$ cat config.mk
export PLATFORM = sky130hd
export DESIGN_NAME = pump_ratio_seq
export DESIGN_NICKNAME = d
export VERILOG_FILES = /design/src/rtl/pump_ratio_pkg.sv /design/src/rtl/pump_flag_sync.sv /design/src/rtl/pump_dropout_gate.sv /design/src/rtl/pump_settle_timer.sv /design/src/rtl/pump_ratio_fsm.sv /design/src/rtl/pump_ratio_seq.sv
export SDC_FILE = /design/constraint.sdc
export NUM_CORES = 1
export LEC_CHECK = 0
export BUFFER_PORTS_ARGS = -buffer_cell sky130_fd_sc_hd__buf_4
export CORE_MARGIN = 3
export CORE_UTILIZATION = 50
export CTS_CLUSTER_DIAMETER = 30
export DETAILED_ROUTE_END_ITERATION = 7
export PLACE_DENSITY = 0.73
export SKIP_LAST_GASP = 1
export SYNTH_ARGS = -nofsm -noshare
export SYNTH_HDL_FRONTEND = slang
export SYNTH_SLANG_ARGS = --single-unit
$ cat constraint.sdc
create_clock -name clk -period 1.8 [get_ports clk]
set_clock_uncertainty 0.15 [all_clocks]
set_input_delay 0.18 -clock clk [delete_from_list [all_inputs] [get_ports clk]]
set_output_delay 0.18 -clock clk [all_outputs]
set_load 0.05 [all_outputs]
$ cat src/rtl/pump_ratio_pkg.sv
package pump_ratio_pkg;

   typedef enum logic [1:0] {
      RATIO_OFF = 2'b00,
      RATIO_X1  = 2'b01,
      RATIO_X15 = 2'b10,
      RATIO_X2  = 2'b11
   } ratio_e;

   // upward step with wrap from the top ratio back to 1x
   function automatic ratio_e ratio_after(input ratio_e cur);
      case (cur)
         RATIO_X1:  ratio_after = RATIO_X15;
         RATIO_X15: ratio_after = RATIO_X2;
         RATIO_X2:  ratio_after = RATIO_X1;
         default:   ratio_after = RATIO_X1;
      endcase
   endfunction

endpackage

$ cat src/rtl/pump_flag_sync.sv
module pump_flag_sync #(
   parameter int W      = 6,
   parameter int STAGES = 2
) (
   input  logic         clk,
   input  logic         rst_n,
   input  logic [W-1:0] d_async,
   output logic [W-1:0] q_sync
);

   generate
      if (STAGES == 0) begin : g_bypass
         assign q_sync = d_async;
      end else begin : g_chain
         logic [W-1:0] pipe [STAGES];
         always_ff @(posedge clk or negedge rst_n) begin
            if (!rst_n) begin
               for (int i = 0; i < STAGES; i++) pipe[i] <= '0;
            end else begin
               pipe[0] <= d_async;
               for (int i = 1; i < STAGES; i++) pipe[i] <= pipe[i-1];
            end
         end
         assign q_sync = pipe[STAGES-1];
      end
   endgenerate

endmodule

$ cat src/rtl/pump_dropout_gate.sv
module pump_dropout_gate #(
   parameter int W = 6
) (
   input  logic [W-1:0] flags,
   input  logic [W-1:0] mask,
   output logic         any_drop
);

   logic [W-1:0] live;

   generate
      for (genvar c = 0; c < W; c++) begin : g_ch
         assign live[c] = flags[c] & mask[c];
      end
   endgenerate

   assign any_drop = |live;

endmodule

$ cat src/rtl/pump_settle_timer.sv
module pump_settle_timer #(
   parameter int TICKS = 160000
) (
   input  logic clk,
   input  logic rst_n,
   input  logic clear,
   input  logic hit,
   output logic expire
);

   localparam int CW = (TICKS > 1) ? $clog2(TICKS) : 1;
   localparam logic [CW-1:0] LAST = CW'(TICKS - 1);

   logic [CW-1:0] cnt_q;
   logic          at_last;

   assign at_last = (cnt_q == LAST);
   assign expire  = hit & at_last & ~clear;

   always_ff @(posedge clk or negedge rst_n) begin
      if (!rst_n)               cnt_q <= '0;
      else if (clear || !hit)   cnt_q <= '0;
      else if (at_last)         cnt_q <= '0;
      else                      cnt_q <= cnt_q + 1'b1;
   end

endmodule

$ cat src/rtl/pump_ratio_fsm.sv
module pump_ratio_fsm
   import pump_ratio_pkg::*;
(
   input  logic       clk,
   input  logic       rst_n,
   input  logic       dev_on,
   input  logic       to_base,
   input  logic       expire,
   output ratio_e     ratio,
   output logic       valid
);

   ratio_e ratio_q;
   logic   valid_q;

   always_ff @(posedge clk or negedge rst_n) begin
      if (!rst_n) begin
         ratio_q <= RATIO_OFF;
         valid_q <= 1'b0;
      end else begin
         valid_q <= dev_on;
         if (!dev_on)                  ratio_q <= RATIO_OFF;
         else if (ratio_q == RATIO_OFF) ratio_q <= RATIO_X1;
         else if (to_base)             ratio_q <= RATIO_X1;
         else if (expire)              ratio_q <= ratio_after(ratio_q);
      end
   end

   assign ratio = ratio_q;
   assign valid = valid_q;

endmodule

$ cat src/rtl/pump_ratio_seq.sv
module pump_ratio_seq
   import pump_ratio_pkg::*;
#(
   parameter int NUM_CH      = 6,
   parameter int FILT_TICKS  = 160000,
   parameter int SYNC_STAGES = 2
) (
   input  logic              clk,
   input  logic              rst_n,
   input  logic              dev_on,
   input  logic [NUM_CH-1:0] drop_flag,
   input  logic [NUM_CH-1:0] ch_mask,
   input  logic              to_base,
   output logic [1:0]        ratio_code,
   output logic              ratio_ok
);

   generate
      if (NUM_CH < 1) begin : g_bad_ch
         $error("pump_ratio_seq: NUM_CH must be at least 1");
      end
      if (FILT_TICKS < 2) begin : g_bad_filt
         $error("pump_ratio_seq: FILT_TICKS must be at least 2");
      end
      if (SYNC_STAGES < 0 || SYNC_STAGES > 4) begin : g_bad_sync
         $error("pump_ratio_seq: SYNC_STAGES must lie in 0..4");
      end
   endgenerate

   logic [NUM_CH-1:0] flag_s;
   logic              hit_gated;
   logic              win_clear;
   logic              win_expire;
   ratio_e            ratio_now;

   pump_flag_sync #(.W(NUM_CH), .STAGES(SYNC_STAGES)) u_sync (
      .clk     (clk),
      .rst_n   (rst_n),
      .d_async (drop_flag),
      .q_sync  (flag_s)
   );

   pump_dropout_gate #(.W(NUM_CH)) u_gate (
      .flags    (flag_s),
      .mask     (ch_mask),
      .any_drop (hit_gated)
   );

   assign win_clear = ~dev_on | (ratio_now == RATIO_OFF) | to_base;

   pump_settle_timer #(.TICKS(FILT_TICKS)) u_timer (
      .clk    (clk),
      .rst_n  (rst_n),
      .clear  (win_clear),
      .hit    (hit_gated),
      .expire (win_expire)
   );

   pump_ratio_fsm u_fsm (
      .clk     (clk),
      .rst_n   (rst_n),
      .dev_on  (dev_on),
      .to_base (to_base),
      .expire  (win_expire),
      .ratio   (ratio_now),
      .valid   (ratio_ok)
   );

   assign ratio_code = ratio_now;

endmodule

==> impl_metrics.tcl, run 1 <==
set metrics [dict create \
    dieArea_sq_mm 0.00355 \
    grt_overflow 0 \
    seq_area_sq_um 831 \
    tightest_slew_ns 0.402 \
    drt-total-wl_mm 2.96 \
    clockRootBuffer "clkbuf_4" \
    layout_commonest_cell "buf_4" \
    placeableCoreArea_sq_mm 0.00259 \
    wl_per_cell_um 14.2 \
    vias 1109 \
    dp_slack_ns 0.0396 \
    grt_max_degree 34 \
    placed_cells 189 \
    fin_crit_ns 1.76 \
    finalCritPeriodShare_pct 97.7 \
    cpPeakStageDelay_ns 0.39 \
    power_density_mw_per_mm2 743 \
    grt_pass1_wl_mm 4.89 \
    ys_seq_area_share_pct 57.5 \
    clk_latency_ns 0.34 \
    first_pass_iters 4 \
    worst-r2r-cell-count 5 \
    via_per_inst 5.33 \
    drive_gt1_share_pct 35.4 \
    path_delay_family "simple AND/OR/NAND/NOR gates" \
    finalPower_mw 1.44 \
    end_kind "flip-flop" \
    multi_input_area_sq_um 599 \
    r2r-start "u_timer.cnt_q[0]" \
    yosysWarningCount 0 \
    hpwl_mm 2.02 \
    portBuffers 18 \
    yosys_register_bits 33 \
    finalNonFillerCells 208 \
    grt_pass1_vias 1127 \
    peakVddDrop_mv 0.820 \
    crit_buf_inv 0 \
    holdCritPathClass "in2async" \
    syn_inst 129 \
    tritoncts "done" \
    placementRows 18 \
    worst_path_max_delay_cell "or3_4" \
    track_usage_pct 19.2 \
    rsz0062_at_grt "true" \
    finalSetupViolations 0 \
    cts-htree-levels 2 \
    cap_violations 0 \
    drc 0 \
    synth.distinct_cells 31 \
    cts_made_buffers 5 \
    die_h_um 59.6 \
    critPathArrivalTime_ns 1.88 \
    ys.flop_type "dfrtp_1" \
    io_pins 19 \
    start_util_pct 55.4 \
    status "finished, final reports clean" \
    clock_sinks 33 \
    rrSetupSlack_ns 0.04 \
    clockBufferDepth 2 \
    nets 196 \
    nFillCells 179 \
    reg2reg_to "u_timer.cnt_q[16]" \
    synth_top_area_share_pct 57.5 \
    gp_congestion 0.762 \
    worstSetupPathType "reg2reg" \
    synth_nets 148 \
    async_reset_ff_share_pct 100 \
    fin_util_pct 74.9 \
    drt_iter0_markers 34 \
    clkTransAtPathRegs_ns 0.10 \
    syn_area_per_cell_sq_um 11.1 \
    cp_max_fo 5 \
    synth-edff-count 0 \
    synth_top_area_cell "dfrtp_1" \
    hold-worst-slack_ns 0.162 \
    cp-start-kind "flip-flop" \
    setup_slack_ns 0.0411 \
    num_antenna_cells 0 \
    yosys-top-cells-area "dfrtp_1, xnor2_1, nor2_1" \
    p_leak_nw 0.823 \
    hold_viol_final 0 \
    syn2layout_area_growth_pct 35.1 \
    ant_nets 0 \
    antenna_found_initial 0 \
    crit_chain "ha_1 -> nand2_2 -> or3_4 -> or3_1 -> a21oi_2" \
    slew_viol_final 0 \
    fmax_mhz 569 \
    syn-cell-area_sq_mm 0.00144 \
    final_cell_mix "buf_4, dfrtp_1, nor2_1" \
    worstPathRequired_ns 1.92 \
    slew_headroom_pct 73.2 \
    die_w_um 59.6 \
]
[final cells by class]
| type | instances | share of cell area (%) |
|---|---|---|
| Clock buffer | 7 | 2.84 |
| Timing Repair Buffer | 45 | 18.6 |
| Multi-Input combinational cell | 85 | 30.9 |
| Clock inverter | 1 | 1.55 |
| Tap cell | 30 | 1.94 |
| Inverter | 7 | 1.35 |
| Sequential cell | 33 | 42.8 |
[synth_stat cells, drive strengths merged, types with 4 or more instances]
| cell | count |
|---|---|
| dfrtp | 33 |
| a21oi | 4 |
| nand2 | 5 |
| nor2 | 17 |
| nand4 | 6 |
| xnor2 | 10 |
| inv | 7 |
| nor4 | 6 |
| nor3 | 5 |
| nand3 | 8 |
[worst register-to-register path, delay by kind of cell, from the launching register on]
kind / cells / cell delay, ns
adder cells (fa/ha/maj): 1 / 0.19
flip-flops: 1 / 0.37
AND/OR/NAND/NOR: 3 / 0.86
AO/OA/AOI/OAI: 1 / 0.14
[report_power, final]
group	switching [mW]	total (mW)	leakage (nW)	internal, mW
Clock	0.245	0.576	0.0455	0.332
Combinational	0.0499	0.100	0.355	0.0503
Sequential	0.00574	0.764	0.423	0.758
[cells by family after synthesis]
family	share of synthesized area [%]
AND/OR/NAND/NOR	21.3
flip-flops	57.5
AO/OA/AOI/OAI	7.15
XOR/XNOR	7.93
buffers and inverters	3.49
adder cells (fa/ha/maj)	2.62
[flip-flops by register name (all words and copies together) (netlist names)]
name                 flops
u_fsm.ratio              2
u_timer.cnt_q           18
u_fsm.valid              1
u_sync.g_chain.pipe      6
u_sync.q_sync            6
[how the worst max path moves through the flow]
stage,slack (ns),end,cells past startpoint,startpoint
2_1_floorplan,0.002,u_fsm.ratio[0],5,u_timer.cnt_q[0]
3_3_place_gp,0.09,u_fsm.ratio[0],4,u_timer.cnt_q[15]
3_5_place_dp,0.04,u_timer.cnt_q[15],7,u_timer.cnt_q[0]
4_1_cts,0.01,u_timer.cnt_q[15],7,u_timer.cnt_q[0]
5_1_grt,-0.02,u_timer.cnt_q[15],7,u_timer.cnt_q[0]
6_report,0.04,u_timer.cnt_q[16],5,u_timer.cnt_q[0]
[repair_timing]
action,4_1_cts,5_1_grt
hold buffers,9,0
resized for setup,0,10
hold endpoints to repair,43,0
setup buffers,0,2
setup endpoints to repair,0,18
[layer usage]
metal,wire length [um],track usage [%],up-vias
li1,-,-,548
met5,0,0,-
met4,55,8.54,0
met1,1270,23.0,537
met2,1520,31.2,18
met3,114,6.54,6
[metrics by stage]
| stage | instance area, sq um | setup TNS [ns] |
|---|---|---|
| CTS | 1880 | 0 |
| detailed placement | 1710 | 0 |
| floorplan | 1440 | 0 |
| finish | 1940 | 0 |
| global placement | 1710 | 0 |
| global route | 1940 | -0.0574 |
Power figures use the tool's default switching activity.
==> run 2, diff against run 1 <==
CORE_MARGIN = 2   (was 3)
==> run 2 against run 1 <==
Critical path depth shrank 1. Cell area hardly changed. Non-clock buffer count is the same. Clock power is 6.3% lower. Final cell count rose by 0.48%. Critical path type unchanged.
==> impl_metrics.tcl, run 2 (synthesis gave the netlist of run 1 again) <==
set metrics [dict create \
    gp_congestion 0.814 \
    hpwl_mm 2.08 \
    portBuffers 18 \
    critPathArrivalTime_ns 1.81 \
    syn2layout_area_growth_pct 35.2 \
    first_pass_iters 4 \
    rsz0062_at_grt "false" \
    final_cell_mix "buf_4, dfrtp_1, nor2_1" \
    largest_reg_flops 18 \
    placementRows 19 \
    end_kind "flip-flop" \
    num_antenna_cells 0 \
    die_h_um 57.6 \
    clk_latency_ns 0.34 \
    layout_commonest_cell "buf_4" \
    clockRootBuffer "clkbuf_4" \
    ant_nets 0 \
    use_met3_pct 6.80 \
    cts_made_buffers 5 \
    crit_buf_inv 0 \
    clkTransAtPathRegs_ns 0.11 \
    placeableCoreArea_sq_mm 0.00273 \
    nets 196 \
    worst-r2r-cell-count 4 \
    track_usage_pct 19.5 \
    vias 1136 \
    start_util_pct 52.5 \
    cap_violations 0 \
    status "finished, final reports clean" \
    p_leak_nw 0.837 \
    drive_gt1_share_pct 35.4 \
    tightest_slew_ns 0.401 \
    drt-total-wl_mm 2.97 \
    power_density_mw_per_mm2 724 \
    clock_sinks 33 \
    cp_max_fo 3 \
    clockBufferDepth 2 \
    grt_pass1_wl_mm 4.71 \
    regMostFlops "u_timer.cnt_q" \
    path_delay_family "simple AND/OR/NAND/NOR gates" \
    die_w_um 57.6 \
    peakVddDrop_mv 0.804 \
    holdCritPathClass "in2async" \
    worstPathRequired_ns 1.87 \
    grt_max_degree 34 \
    grt_busiest_layer "met2" \
    slew_headroom_pct 73.0 \
    fin_util_pct 71.0 \
    hold_viol_final 0 \
    grt_util_met1_pct 19.8 \
    io_pins 19 \
    tritoncts "done" \
    cpPeakStageDelay_ns 0.41 \
    fin_crit_ns 1.73 \
    grt_overflow 0 \
    fin_setup_tns_ns 0 \
    drt_iter0_markers 30 \
    dieArea_sq_mm 0.00331 \
    drc 0 \
    cp-start-kind "flip-flop" \
    finalSetupViolations 0 \
    crit_chain "nor4bb_2 -> and4_1 -> a31oi_1 -> o41a_1" \
    wl_per_cell_um 14.2 \
    fmax_mhz 577 \
    worstSetupPathType "reg2reg" \
    crit_cells 4 \
    slew_viol_final 0 \
    grt_pass1_vias 1137 \
    via_per_inst 5.44 \
    hold-worst-slack_ns 0.143 \
    antenna_found_initial 0 \
    use_met2_pct 35.2 \
    worst_path_max_delay_cell "dfrtp_1" \
    cts-htree-levels 2 \
    finalCritPeriodShare_pct 96.3 \
]
[run 2: final timing paths]
kind / start / end / slack (ns)
worst max-delay path: u_timer.cnt_q[16] / u_fsm.ratio[0] / 0.07
worst min-delay path: rst_n / u_sync.q_sync[0] / 0.14
worst max register to register: u_timer.cnt_q[16] / u_fsm.ratio[0] / 0.07
worst min register to register: u_sync.g_chain.pipe[7] / u_sync.q_sync[1] / 0.19
max in group asynchronous: rst_n / u_fsm.ratio[0] / 1.03
min in group clk: u_sync.g_chain.pipe[7] / u_sync.q_sync[1] / 0.19
[run 2: layout make-up]
| type | instances | area (sq um) |
|---|---|---|
| inverters | 7 | 26.3 |
| clock inverters | 2 | 35.0 |
| repair buffers | 45 | 364 |
| multi-input cells | 85 | 606 |
| clock buffers | 6 | 41.3 |
| flip-flops and latches | 33 | 830 |
| well taps | 31 | 38.8 |
| fillers | 202 | 793 |
[run 2: repair_timing]
item	4_1_cts	5_1_grt
endpoints found under the setup margin	0	18
resized for setup	0	12
setup buffers	0	3
hold endpoints to repair	43	0
hold buffers	9	0
[run 2: per-layer routing]
metal | wire length (um) | part of all wire (%) | vias to the layer above
li1 | - | - | 545
met1 | 1200 | 40 | 563
met4 | 57 | 1.9 | 0
met5 | 0 | 0 | -
met2 | 1590 | 54 | 23
met3 | 119 | 4.0 | 5
[run 2: through the flow]
| stage | setup slack [ns] | instances | power [mW] | cell area (sq um) |
|---|---|---|---|---|
| after floorplan | 0.00165 | 129 | 0.810 | 1440 |
| after global placement | 0.0754 | 189 | 0.859 | 1700 |
| after detailed placement | 0.0410 | 189 | 0.863 | 1700 |
| after CTS | 0.0136 | 206 | 1.43 | 1870 |
| after global routing | 0.000788 | 209 | 1.46 | 1940 |
| final | 0.0663 | 209 | 1.40 | 1940 |
[run 2: power by group]
| group | total (mW) | internal [mW] | switching [mW] |
|---|---|---|---|
| sequential | 0.764 | 0.758 | 0.00584 |
| clock | 0.540 | 0.291 | 0.249 |
| combinational | 0.101 | 0.0510 | 0.0501 |
==> run 3, diff against run 2 <==
PLACE_DENSITY = 0.8   (was 0.73)
==> run 3 against run 2 <==
The flow now finishes with violations (setup timing). Sequential share of layout area up 0.65 points. First-iteration DRC count is 17% higher. Register-to-register slack worse by 0.08 ns. Core utilization decreased by 0.96 points. Worst setup slack got worse by 0.083 ns. Non-clock buffer count is the same. Hold slack improved by 0.0078 ns. Fmax decreased by 4.6%. Total power down 8.9%. Sequential power barely moved. Wire length is 1.5% lower.
==> impl_metrics.tcl, run 3 (synthesis gave the netlist of run 1 again) <==
set metrics [dict create \
    tritoncts "done" \
    grt_pass1_vias 1157 \
    nets 196 \
    clock_sinks 33 \
    first_pass_iters 4 \
    largest_reg_flops 18 \
    worst-r2r-cell-count 4 \
    via_per_inst 5.33 \
    placementRows 19 \
    gp_congestion 0.880 \
    p_leak_nw 0.823 \
    end_kind "flip-flop" \
    power_density_mw_per_mm2 668 \
    vias 1113 \
    drt-total-wl_mm 2.93 \
    slew_viol_final 0 \
    num_antenna_cells 0 \
    track_usage_pct 19.8 \
    hold_viol_final 0 \
    cts-htree-levels 2 \
    portBuffers 18 \
    setup_slack_ns -0.0169 \
    syn2layout_area_growth_pct 33.4 \
    tightest_slew_ns 0.416 \
    cp-start-kind "flip-flop" \
    rsz0062_at_grt "true" \
    grt_pass1_wl_mm 4.81 \
    clockBufferDepth 2 \
    fin_util_pct 70.0 \
    io_pins 19 \
    finalSetupViolations 1 \
    reg2reg_to "u_fsm.ratio[0]" \
    violations "setup timing" \
    rrSetupSlack_ns -0.02 \
    worstPathRequired_ns 1.88 \
    regMostFlops "u_timer.cnt_q" \
    drive_gt1_share_pct 36.0 \
    clockRootBuffer "clkbuf_4" \
    wl_per_cell_um 14.0 \
    grt_overflow 0 \
    holdCritPathClass "in2async" \
    slew_headroom_pct 72.2 \
    antenna_found_initial 0 \
    clkTransAtPathRegs_ns 0.11 \
    clk_latency_ns 0.34 \
    cap_violations 0 \
    hpwl_mm 1.98 \
    fin_crit_ns 1.82 \
    cts_made_buffers 5 \
    grt_max_degree 34 \
    die_w_um 57.6 \
    drc 0 \
    dieArea_sq_mm 0.00331 \
    placeableCoreArea_sq_mm 0.00273 \
    critPathArrivalTime_ns 1.90 \
    final_cell_mix "buf_4, dfrtp_1, nor2_1" \
    worstSetupPathType "reg2reg" \
    die_h_um 57.6 \
    finalCritPeriodShare_pct 101 \
    peakVddDrop_mv 0.716 \
    fmax_mhz 550 \
    layout_commonest_cell "buf_4" \
    ant_nets 0 \
    start_util_pct 52.5 \
    status "complete, but fails checks" \
    drt_iter0_markers 35 \
    cp_max_fo 3 \
    dp_slack_ns 0.0238 \
    r2r-start "u_timer.cnt_q[15]" \
]
[run 3: layer usage]
layer	vias to the layer above	wire, um	track usage, %
met5	-	0	0
met4	0	63	12.0
met3	8	80	4.76
met2	18	1430	30.7
met1	538	1350	25.0
li1	549	-	-
[run 3: final cells by class]
class | instances | area [sq um]
flip-flops and latches | 33 | 831
fillers | 194 | 820
clock buffers | 5 | 37.5
clock inverters | 3 | 17.5
multi-input cells | 85 | 599
well taps | 31 | 38.8
inverters | 7 | 26.3
repair buffers | 45 | 364
[run 3: how the worst max path moves through the flow]
stage | startpoint | end | slack [ns] | cells after the start
2_1_floorplan | u_timer.cnt_q[0] | u_fsm.ratio[0] | 0.002 | 5
3_3_place_gp | u_timer.cnt_q[15] | u_fsm.ratio[0] | 0.08 | 4
3_5_place_dp | u_timer.cnt_q[0] | u_timer.cnt_q[3] | 0.02 | 7
4_1_cts | u_timer.cnt_q[15] | u_fsm.ratio[0] | 0.01 | 4
5_1_grt | u_timer.cnt_q[15] | u_fsm.ratio[0] | -0.11 | 4
6_report | u_timer.cnt_q[15] | u_fsm.ratio[0] | -0.02 | 4
[run 3: per-stage QoR]
stage | hold slack, ns | instance area (sq um) | setup TNS, ns | instances | power (mW)
2_1_floorplan | -0.266 | 1440 | 0 | 129 | 0.810
3_3_place_gp | -0.0200 | 1700 | 0 | 189 | 0.858
3_5_place_dp | -0.00791 | 1700 | 0 | 189 | 0.864
4_1_cts | 0.154 | 1850 | 0 | 206 | 1.28
5_1_grt | 0.189 | 1910 | -0.630 | 209 | 1.33
6_report | 0.151 | 1910 | -0.0169 | 209 | 1.28
[run 3: worst max-delay path: stages (launching register included)]
cell and delay (ns):
dfrtp_1 0.43, nor4bb_2 0.37, and4_1 0.29, a31oi_1 0.10
o41a_1 0.37
[run 3: what timing repair did]
action	CTS	global route
hold buffers	9	0
pin swaps	0	3
buffers inserted	0	3
setup endpoints to repair	1	16
gates resized for setup	1	11
endpoints found under the hold margin	43	0
cloned	0	0
[run 3: report_power, final]
part           total (mW)  switching (mW)  internal (mW)
logic              0.0999          0.0497         0.0501
clock network       0.415           0.268          0.147
registers           0.764         0.00599          0.758
total                1.28           0.324          0.955
